**config.mk**
```make
export PLATFORM = sky130hd
export DESIGN_NAME = can_frame_decoder
export DESIGN_NICKNAME = d
export VERILOG_FILES = /design/src/rtl/can_dec_pkg.sv /design/src/rtl/can_destuff.sv /design/src/rtl/can_crc15.sv /design/src/rtl/can_field_parse.sv /design/src/rtl/can_frame_decoder.sv
export SDC_FILE = /design/constraint.sdc
export NUM_CORES = 1
export LEC_CHECK = 0
export BUFFER_PORTS_ARGS = -buffer_cell sky130_fd_sc_hd__buf_2
export CAP_MARGIN = 15
export CORE_MARGIN = 10
export CORE_UTILIZATION = 40
export DETAILED_ROUTE_END_ITERATION = 7
export PLACE_DENSITY = 0.58
export REMOVE_ABC_BUFFERS = 1
export SYNTH_ARGS = -nofsm -noshare
export SYNTH_HDL_FRONTEND = slang
export SYNTH_SLANG_ARGS = --single-unit
```
**constraint.sdc**
```tcl
create_clock -name clk -period 7.75 [get_ports clk]
set_input_delay 1.9375 -clock clk [delete_from_list [all_inputs] [get_ports clk]]
set_output_delay 1.9375 -clock clk [all_outputs]
set_load 0.01 [all_outputs]
```
**src/rtl/can_dec_pkg.sv**
```systemverilog
`timescale 1ns/1ps
package can_dec_pkg;
    localparam int BASE_ID_W = 11;
    localparam int EXT_ID_W  = 18;
    localparam int FULL_ID_W = BASE_ID_W + EXT_ID_W;
    localparam int DLC_W     = 4;
    localparam int MAX_BYTES = 8;
    localparam int DATA_W    = 8 * MAX_BYTES;
    localparam int IDX_W     = $clog2(DATA_W);
    localparam int CRC_W     = 15;
    localparam int POS_W     = 8;
    localparam int RUN_LEN   = 5;
    localparam logic [CRC_W-1:0] CRC_POLY = 15'h4599;

    // destuffed field positions
    localparam logic [POS_W-1:0] P_ID_LO   = 8'd1;
    localparam logic [POS_W-1:0] P_ID_HI   = 8'd11;
    localparam logic [POS_W-1:0] P_RTR_STD = 8'd12;
    localparam logic [POS_W-1:0] P_IDE     = 8'd13;
    localparam logic [POS_W-1:0] P_SDLC_LO = 8'd15;
    localparam logic [POS_W-1:0] P_SHDR    = 8'd18;
    localparam logic [POS_W-1:0] P_XID_LO  = 8'd14;
    localparam logic [POS_W-1:0] P_XID_HI  = 8'd31;
    localparam logic [POS_W-1:0] P_RTR_EXT = 8'd32;
    localparam logic [POS_W-1:0] P_XDLC_LO = 8'd35;
    localparam logic [POS_W-1:0] P_XHDR    = 8'd38;
    // trailer offsets relative to the last data bit
    localparam logic [POS_W-1:0] T_CRC_END = 8'd15;
    localparam logic [POS_W-1:0] T_CRC_DEL = 8'd16;
    localparam logic [POS_W-1:0] T_ACK     = 8'd17;
    localparam logic [POS_W-1:0] T_END     = 8'd25;

    typedef struct packed {
        logic [FULL_ID_W-1:0] id;
        logic                 ext;
        logic                 remote;
        logic [DLC_W-1:0]     dlc;
        logic [DATA_W-1:0]    data;
        logic [CRC_W-1:0]     crc_rx;
        logic                 crc_ok;
        logic                 ack;
    } frame_info_t;

    function automatic logic [CRC_W-1:0] crc15_step(input logic [CRC_W-1:0] c, input logic b);
        logic fb;
        fb = b ^ c[CRC_W-1];
        return {c[CRC_W-2:0], 1'b0} ^ (fb ? CRC_POLY : '0);
    endfunction

    function automatic logic [DLC_W-1:0] byte_count(input logic [DLC_W-1:0] dlc, input logic remote);
        if (remote) return '0;
        if (dlc > DLC_W'(MAX_BYTES)) return DLC_W'(MAX_BYTES);
        return dlc;
    endfunction
endpackage

```
**src/rtl/can_destuff.sv**
```systemverilog
`timescale 1ns/1ps
module can_destuff
    import can_dec_pkg::*;
#(
    parameter int RUN = RUN_LEN
) (
    input  logic clk,
    input  logic rst,
    input  logic bit_valid,
    input  logic rx_bit,
    input  logic seg_on,
    output logic d_valid,
    output logic d_bit,
    output logic stuff_err
);
    localparam int RCW = $clog2(RUN + 1);

    logic [RCW-1:0] run_cnt;
    logic           last_bit;
    logic           stuff_slot;

    always_comb begin
        stuff_slot = seg_on && (run_cnt == RCW'(RUN));
        d_valid    = bit_valid && !stuff_slot;
        d_bit      = rx_bit;
        stuff_err  = bit_valid && stuff_slot && (rx_bit == last_bit);
    end

    always_ff @(posedge clk) begin
        if (rst) begin
            run_cnt  <= '0;
            last_bit <= 1'b1;
        end else if (bit_valid) begin
            if (!seg_on || stuff_slot || rx_bit != last_bit)
                run_cnt <= RCW'(1);
            else
                run_cnt <= run_cnt + RCW'(1);
            last_bit <= rx_bit;
        end
    end

    // the run counter never passes the stuff limit while stuffing is active
    assert_run_bounded_R2: assert property (@(posedge clk) disable iff (rst)
        seg_on |-> run_cnt <= RCW'(RUN));
endmodule

```
**src/rtl/can_crc15.sv**
```systemverilog
`timescale 1ns/1ps
module can_crc15
    import can_dec_pkg::*;
(
    input  logic             clk,
    input  logic             rst,
    input  logic             clr,
    input  logic             en,
    input  logic             din,
    output logic [CRC_W-1:0] crc
);
    always_ff @(posedge clk) begin
        if (rst || clr)
            crc <= '0;
        else if (en)
            crc <= crc15_step(crc, din);
    end

    assert_crc_hold_R7: assert property (@(posedge clk) disable iff (rst)
        (!clr && !en) |=> $stable(crc));
endmodule

```
**src/rtl/can_field_parse.sv**
```systemverilog
`timescale 1ns/1ps
module can_field_parse
    import can_dec_pkg::*;
(
    input  logic             clk,
    input  logic             rst,
    input  logic             d_valid,
    input  logic             d_bit,
    input  logic             stuff_err,
    input  logic [CRC_W-1:0] crc_calc,
    output logic             seg_on,
    output logic             crc_clr,
    output logic             crc_en,
    output logic             frame_done,
    output logic             err_stuff,
    output logic             err_form,
    output frame_info_t      info
);
    logic                 busy, len_known, ide, rtr, ack;
    logic [POS_W-1:0]     pos, last, hdr_end;
    logic [BASE_ID_W-1:0] base_id;
    logic [EXT_ID_W-1:0]  ext_id;
    logic [DLC_W-1:0]     dlc, dlc_nxt, nbytes;
    logic [DATA_W-1:0]    data;
    logic [CRC_W-1:0]     crc_sh;
    logic [IDX_W-1:0]     bit_idx;

    always_comb begin
        hdr_end = ide ? P_XHDR : P_SHDR;
        seg_on  = busy && (!len_known || pos <= last + T_CRC_DEL);
        crc_clr = !busy;
        crc_en  = busy && d_valid && (!len_known || pos <= last);
        dlc_nxt = {dlc[DLC_W-2:0], d_bit};
        nbytes  = byte_count(dlc_nxt, rtr);
        bit_idx = IDX_W'(pos - hdr_end - POS_W'(1));
    end

    always_ff @(posedge clk) begin
        frame_done <= 1'b0;
        err_stuff  <= 1'b0;
        err_form   <= 1'b0;
        if (rst) begin
            busy <= 1'b0; len_known <= 1'b0; pos <= '0; last <= '0;
            ide <= 1'b0; rtr <= 1'b0; ack <= 1'b0; dlc <= '0;
            base_id <= '0; ext_id <= '0; data <= '0; crc_sh <= '0;
            info <= '0;
        end else if (busy && stuff_err) begin
            err_stuff <= 1'b1;
            busy      <= 1'b0;
        end else if (d_valid) begin
            if (!busy) begin
                if (!d_bit) begin
                    busy <= 1'b1; pos <= P_ID_LO; len_known <= 1'b0; last <= '0;
                    ide <= 1'b0; rtr <= 1'b0; ack <= 1'b0; dlc <= '0;
                    base_id <= '0; ext_id <= '0; data <= '0; crc_sh <= '0;
                end
            end else begin
                pos <= pos + POS_W'(1);
                if (!len_known) begin
                    if (pos >= P_ID_LO && pos <= P_ID_HI)
                        base_id <= {base_id[BASE_ID_W-2:0], d_bit};
                    else if (pos == P_RTR_STD)
                        rtr <= d_bit;
                    else if (pos == P_IDE)
                        ide <= d_bit;
                    else if (!ide) begin
                        if (pos >= P_SDLC_LO) dlc <= dlc_nxt;
                        if (pos == P_SHDR) begin
                            len_known <= 1'b1;
                            last      <= P_SHDR + POS_W'({nbytes, 3'b000});
                        end
                    end else begin
                        if (pos >= P_XID_LO && pos <= P_XID_HI)
                            ext_id <= {ext_id[EXT_ID_W-2:0], d_bit};
                        if (pos == P_RTR_EXT) rtr <= d_bit;
                        if (pos >= P_XDLC_LO) dlc <= dlc_nxt;
                        if (pos == P_XHDR) begin
                            len_known <= 1'b1;
                            last      <= P_XHDR + POS_W'({nbytes, 3'b000});
                        end
                    end
                end else begin
                    if (pos <= last)
                        data[~bit_idx] <= d_bit;
                    else if (pos <= last + T_CRC_END)
                        crc_sh <= {crc_sh[CRC_W-2:0], d_bit};
                    else if (pos == last + T_ACK)
                        ack <= !d_bit;
                    else if (!d_bit) begin
                        err_form <= 1'b1;
                        busy     <= 1'b0;
                    end else if (pos == last + T_END) begin
                        busy        <= 1'b0;
                        frame_done  <= 1'b1;
                        info.id     <= ide ? {base_id, ext_id} : FULL_ID_W'(base_id);
                        info.ext    <= ide;
                        info.remote <= rtr;
                        info.dlc    <= dlc;
                        info.data   <= data;
                        info.crc_rx <= crc_sh;
                        info.crc_ok <= (crc_sh == crc_calc);
                        info.ack    <= ack;
                    end
                end
            end
        end
    end

    assert_event_onehot_R10: assert property (@(posedge clk) disable iff (rst)
        $onehot0({frame_done, err_stuff, err_form}));
    assert_done_after_bit_R9: assert property (@(posedge clk) disable iff (rst)
        frame_done |-> $past(d_valid));
    assert_pos_in_frame_R9: assert property (@(posedge clk) disable iff (rst)
        (busy && len_known) |-> pos <= last + T_END);
    assert_last_aligned_R6: assert property (@(posedge clk) disable iff (rst)
        len_known |-> (last >= hdr_end && last <= hdr_end + POS_W'(DATA_W)
                       && (((last - hdr_end) & POS_W'(7)) == '0)));
    assert_stuff_in_frame_R3: assert property (@(posedge clk) disable iff (rst)
        err_stuff |-> $past(busy));
endmodule

```
**src/rtl/can_frame_decoder.sv**
```systemverilog
`timescale 1ns/1ps
module can_frame_decoder
    import can_dec_pkg::*;
(
    input  logic                 clk,
    input  logic                 rst,
    input  logic                 bit_valid,
    input  logic                 rx_bit,
    output logic                 frame_done,
    output logic                 err_stuff,
    output logic                 err_form,
    output logic [FULL_ID_W-1:0] id_out,
    output logic                 is_ext,
    output logic                 is_remote,
    output logic [DLC_W-1:0]     dlc_out,
    output logic [DATA_W-1:0]    data_out,
    output logic [CRC_W-1:0]     crc_rx,
    output logic                 crc_ok,
    output logic                 ack_ok
);
    logic             d_valid, d_bit, stuff_err, seg_on, crc_clr, crc_en;
    logic [CRC_W-1:0] crc_calc;
    frame_info_t      info;

    can_destuff #(.RUN(RUN_LEN)) u_destuff (
        .clk(clk), .rst(rst), .bit_valid(bit_valid), .rx_bit(rx_bit),
        .seg_on(seg_on), .d_valid(d_valid), .d_bit(d_bit), .stuff_err(stuff_err)
    );

    can_crc15 u_crc (
        .clk(clk), .rst(rst), .clr(crc_clr), .en(crc_en), .din(d_bit), .crc(crc_calc)
    );

    can_field_parse u_parse (
        .clk(clk), .rst(rst), .d_valid(d_valid), .d_bit(d_bit), .stuff_err(stuff_err),
        .crc_calc(crc_calc), .seg_on(seg_on), .crc_clr(crc_clr), .crc_en(crc_en),
        .frame_done(frame_done), .err_stuff(err_stuff), .err_form(err_form), .info(info)
    );

    assign id_out    = info.id;
    assign is_ext    = info.ext;
    assign is_remote = info.remote;
    assign dlc_out   = info.dlc;
    assign data_out  = info.data;
    assign crc_rx    = info.crc_rx;
    assign crc_ok    = info.crc_ok;
    assign ack_ok    = info.ack;
endmodule

```
==> metrics <==
GRT Total Usage 0.174; global route overflow 0; vias in the first global route 9771; H-tree Lvls 1; final net count 1435; Worst Max-Slew Pin Slew 1.10 ns; CP dominant cell by count a21oi_1; ratio of cells with drive above 1 in the final layout 0.152; crit-path leading delay family compound AO/OA/AOI/OAI gates; ys async rst share 0; post-synth top area cell dfxtp_1; Synth top area share 0.468; starting density of the core 0.404; clock root buffer clkbuf_16; Slew HR 0.267; synthesized flop and latch total 270; # diodes 0; Area contributors post-synth dfxtp_1, nand2_1, a21oi_1; CP cell instances inv_1 -> ha_1 -> a21oi_1 -> nor3_1 -> xnor2_1 -> ha_1 -> nand4_1 -> a21oi_1 -> a2111oi_4 -> or4b_4 -> buf_4 -> nand2_1 -> a21oi_1; first-pass GRT wire length 52600 um; WP data required 8.23 ns; synthesized instance count 1327; max-slew violation count 0; antenna-violating nets left 0; Crit Path Class flip-flop to flip-flop; slowest CP cell buf_4; DR vias 9971; worst-path fanout max 96; Hold Violations, Final 0; Worst EP arrival 4.54 ns; mapped cell area 11600 um2; die width 190 um; Area Overhead vs Synth 15.5%; crit share post-route 0.524; CP endpoint kind flip-flop; Residual DRC 0; Post-Syn Area per Cell 8.71 um2; die height 190 um; Max Fclk 0.246 GHz; Ys Warns 0; Netlist cell types 72; # Max-Cap Violations 0; Core Footprint 28600 um2; clock buffer count from CTS 29; CTS tree built; DRT Wirelength 32200 um; # rows 62; GPL Wtd Cong 0.904; Tmin final 4.06 ns; DIE AREA 36100 um2; worst vdd ir 149 uV; DP Worst Slack 3.33 ns; Worst Path Buf+Inv 2; Sink Count 270; Hold Path Class flip-flop to flip-flop; prevailing post-synth register cell dfxtp_1; Placed Area 12300 um2; total negative slack 0 ns; final setup fails 0; Vias/cell 5.53; Commonest cells post-synth dfxtp_1, nand2_1, a21oi_1; pwr/cell area 221 nW/um2; Max Root-Sink Buffers 3; design area 13300 um2; Clock transition at path regs 0.06 ns; Setup crit start kind flip-flop; I/O pin count 123; post_cts resized 0; crit-path max cell delay 0.75 ns; hpwl dp 21500 um; hold_buf cts 0; Setup Skew 0.0135 ns; Port-buffer cells 122; Post-synth EDFFs 0; fillers 2845; drt pass-1 iters 5; P_leak 4.91 nW; number of antenna violations at the first check in global routing 0; Setup Fix Bufs, Post-CTS 0; final worst slack 3.69 ns; RSZ-0062 raised after global routing false; status finished, final reports clean; Initial DRC Count 749; detail-routed net length per standard cell 17.9 um; maximum number of pins on one net before global-route repair 100; clock latency on the worst-skew pair 0.56 ns; count leader, synth dfxtp_1; Seq/Total Area, Yosys 0.468
## metrics by stage
stage          std cells  power [mW]  hold WS (ns)  utilization
6_report            1803        2.94         0.446        0.466
5_1_grt             1803        3.04         0.462        0.466
4_1_cts             1802        2.98         0.448        0.466
3_5_place_dp        1748        1.55         0.441        0.431
3_3_place_gp        1748        1.55         0.435        0.431
2_1_floorplan       1232        1.50         0.426            -
## layout make-up
type / count / area, um2 / area share
Multi-Input combinational cell: 945 / 5700 / 0.427
Timing Repair Buffer: 133 / 696 / 0.0521
Tap cell: 384 / 480 / 0.0360
Clock buffer: 39 / 823 / 0.0617
Inverter: 17 / 63.8 / 0.00478
Sequential cell: 270 / 5410 / 0.405
Clock inverter: 15 / 174 / 0.0130
## path summary, 6_finish.rpt
kind,start,endpoint,slack (ns),cells after the start
max,u_parse.last[3]$_SDFFE_PP0P_,u_parse.info[29]$_SDFFE_PP0P_,3.69,13
max reg2reg,u_parse.last[3]$_SDFFE_PP0P_,u_parse.info[29]$_SDFFE_PP0P_,3.69,13
min reg2reg,u_parse.info[60]$_SDFFE_PP0P_,u_parse.info[60]$_SDFFE_PP0P_,0.45,2
min,u_parse.info[60]$_SDFFE_PP0P_,u_parse.info[60]$_SDFFE_PP0P_,0.45,2
## report_power, final
part / internal, mW / switching (mW)
sequential: 1.40 / 0.0115
combinational: 0.0308 / 0.0825
clock: 0.848 / 0.575
## tightest hold or removal path, stage by stage (launching register included)
cell and delay (ns):
dfxtp_1 0.30, nand2_1 0.05, a21oi_1 0.05
## cells by family (layout without fill, tap and decap cells)
family / after synthesis / count (layout) / synth area share
AOI/OAI and AO/OA: 378 / 378 / 0.221
adders and majority gates: 35 / 35 / 0.0379
DFF: 270 / 270 / 0.468
buffers and inverters: 112 / 204 / 0.0409
muxes: 13 / 13 / 0.0114
xor gates and xnor gates: 53 / 53 / 0.0413
and+or+nand+nor: 466 / 466 / 0.180
## state kept, by name (all words and copies together) (netlist names)
register            cells
u_parse.info          116
u_parse.data           64
u_parse.ext_id         18
u_crc.crc              15
u_parse.crc_sh         15
u_parse.base_id        11
u_parse.pos             8
u_parse.last            7
u_parse.dlc             4
u_destuff.run_cnt       3
u_destuff.last_bit      1
u_parse.ack             1
u_parse.busy            1
u_parse.err_form        1
u_parse.err_stuff       1
u_parse.frame_done      1
u_parse.ide             1
u_parse.len_known       1
u_parse.rtr             1
## cells in the final DEF, fill, tap and decap left out, types with 10 or more instances in the layout
master | synthesis | routed
o21ai_0 | 32 | 32
a211oi_1 | 17 | 17
dfxtp_1 | 270 | 269
buf_4 | 5 | 12
inv_1 | 17 | 17
ha_1 | 35 | 35
a22o_1 | 13 | 13
nor3_1 | 12 | 11
clkbuf_16 | 0 | 29
nor2_1 | 54 | 53
o221a_2 | 14 | 14
a21oi_1 | 147 | 147
xor2_1 | 20 | 20
mux2i_1 | 12 | 12
nand4_1 | 10 | 10
xnor2_1 | 32 | 32
o21ai_1 | 11 | 11
o311ai_0 | 31 | 31
o211ai_1 | 32 | 32
o31ai_1 | 39 | 39
buf_2 | 20 | 121
nand2_1 | 266 | 266
nand2b_1 | 10 | 10
nand3_1 | 63 | 63
## metal layers
metal	wire length, um	global-route usage	vias up
met4	792	0.0568	0
li1	-	-	4912
met5	0	0	-
met1	15000	0.233	4737
met3	1890	0.0320	60
met2	14500	0.277	262
Note: power is estimated with default switching activity, not from simulation.
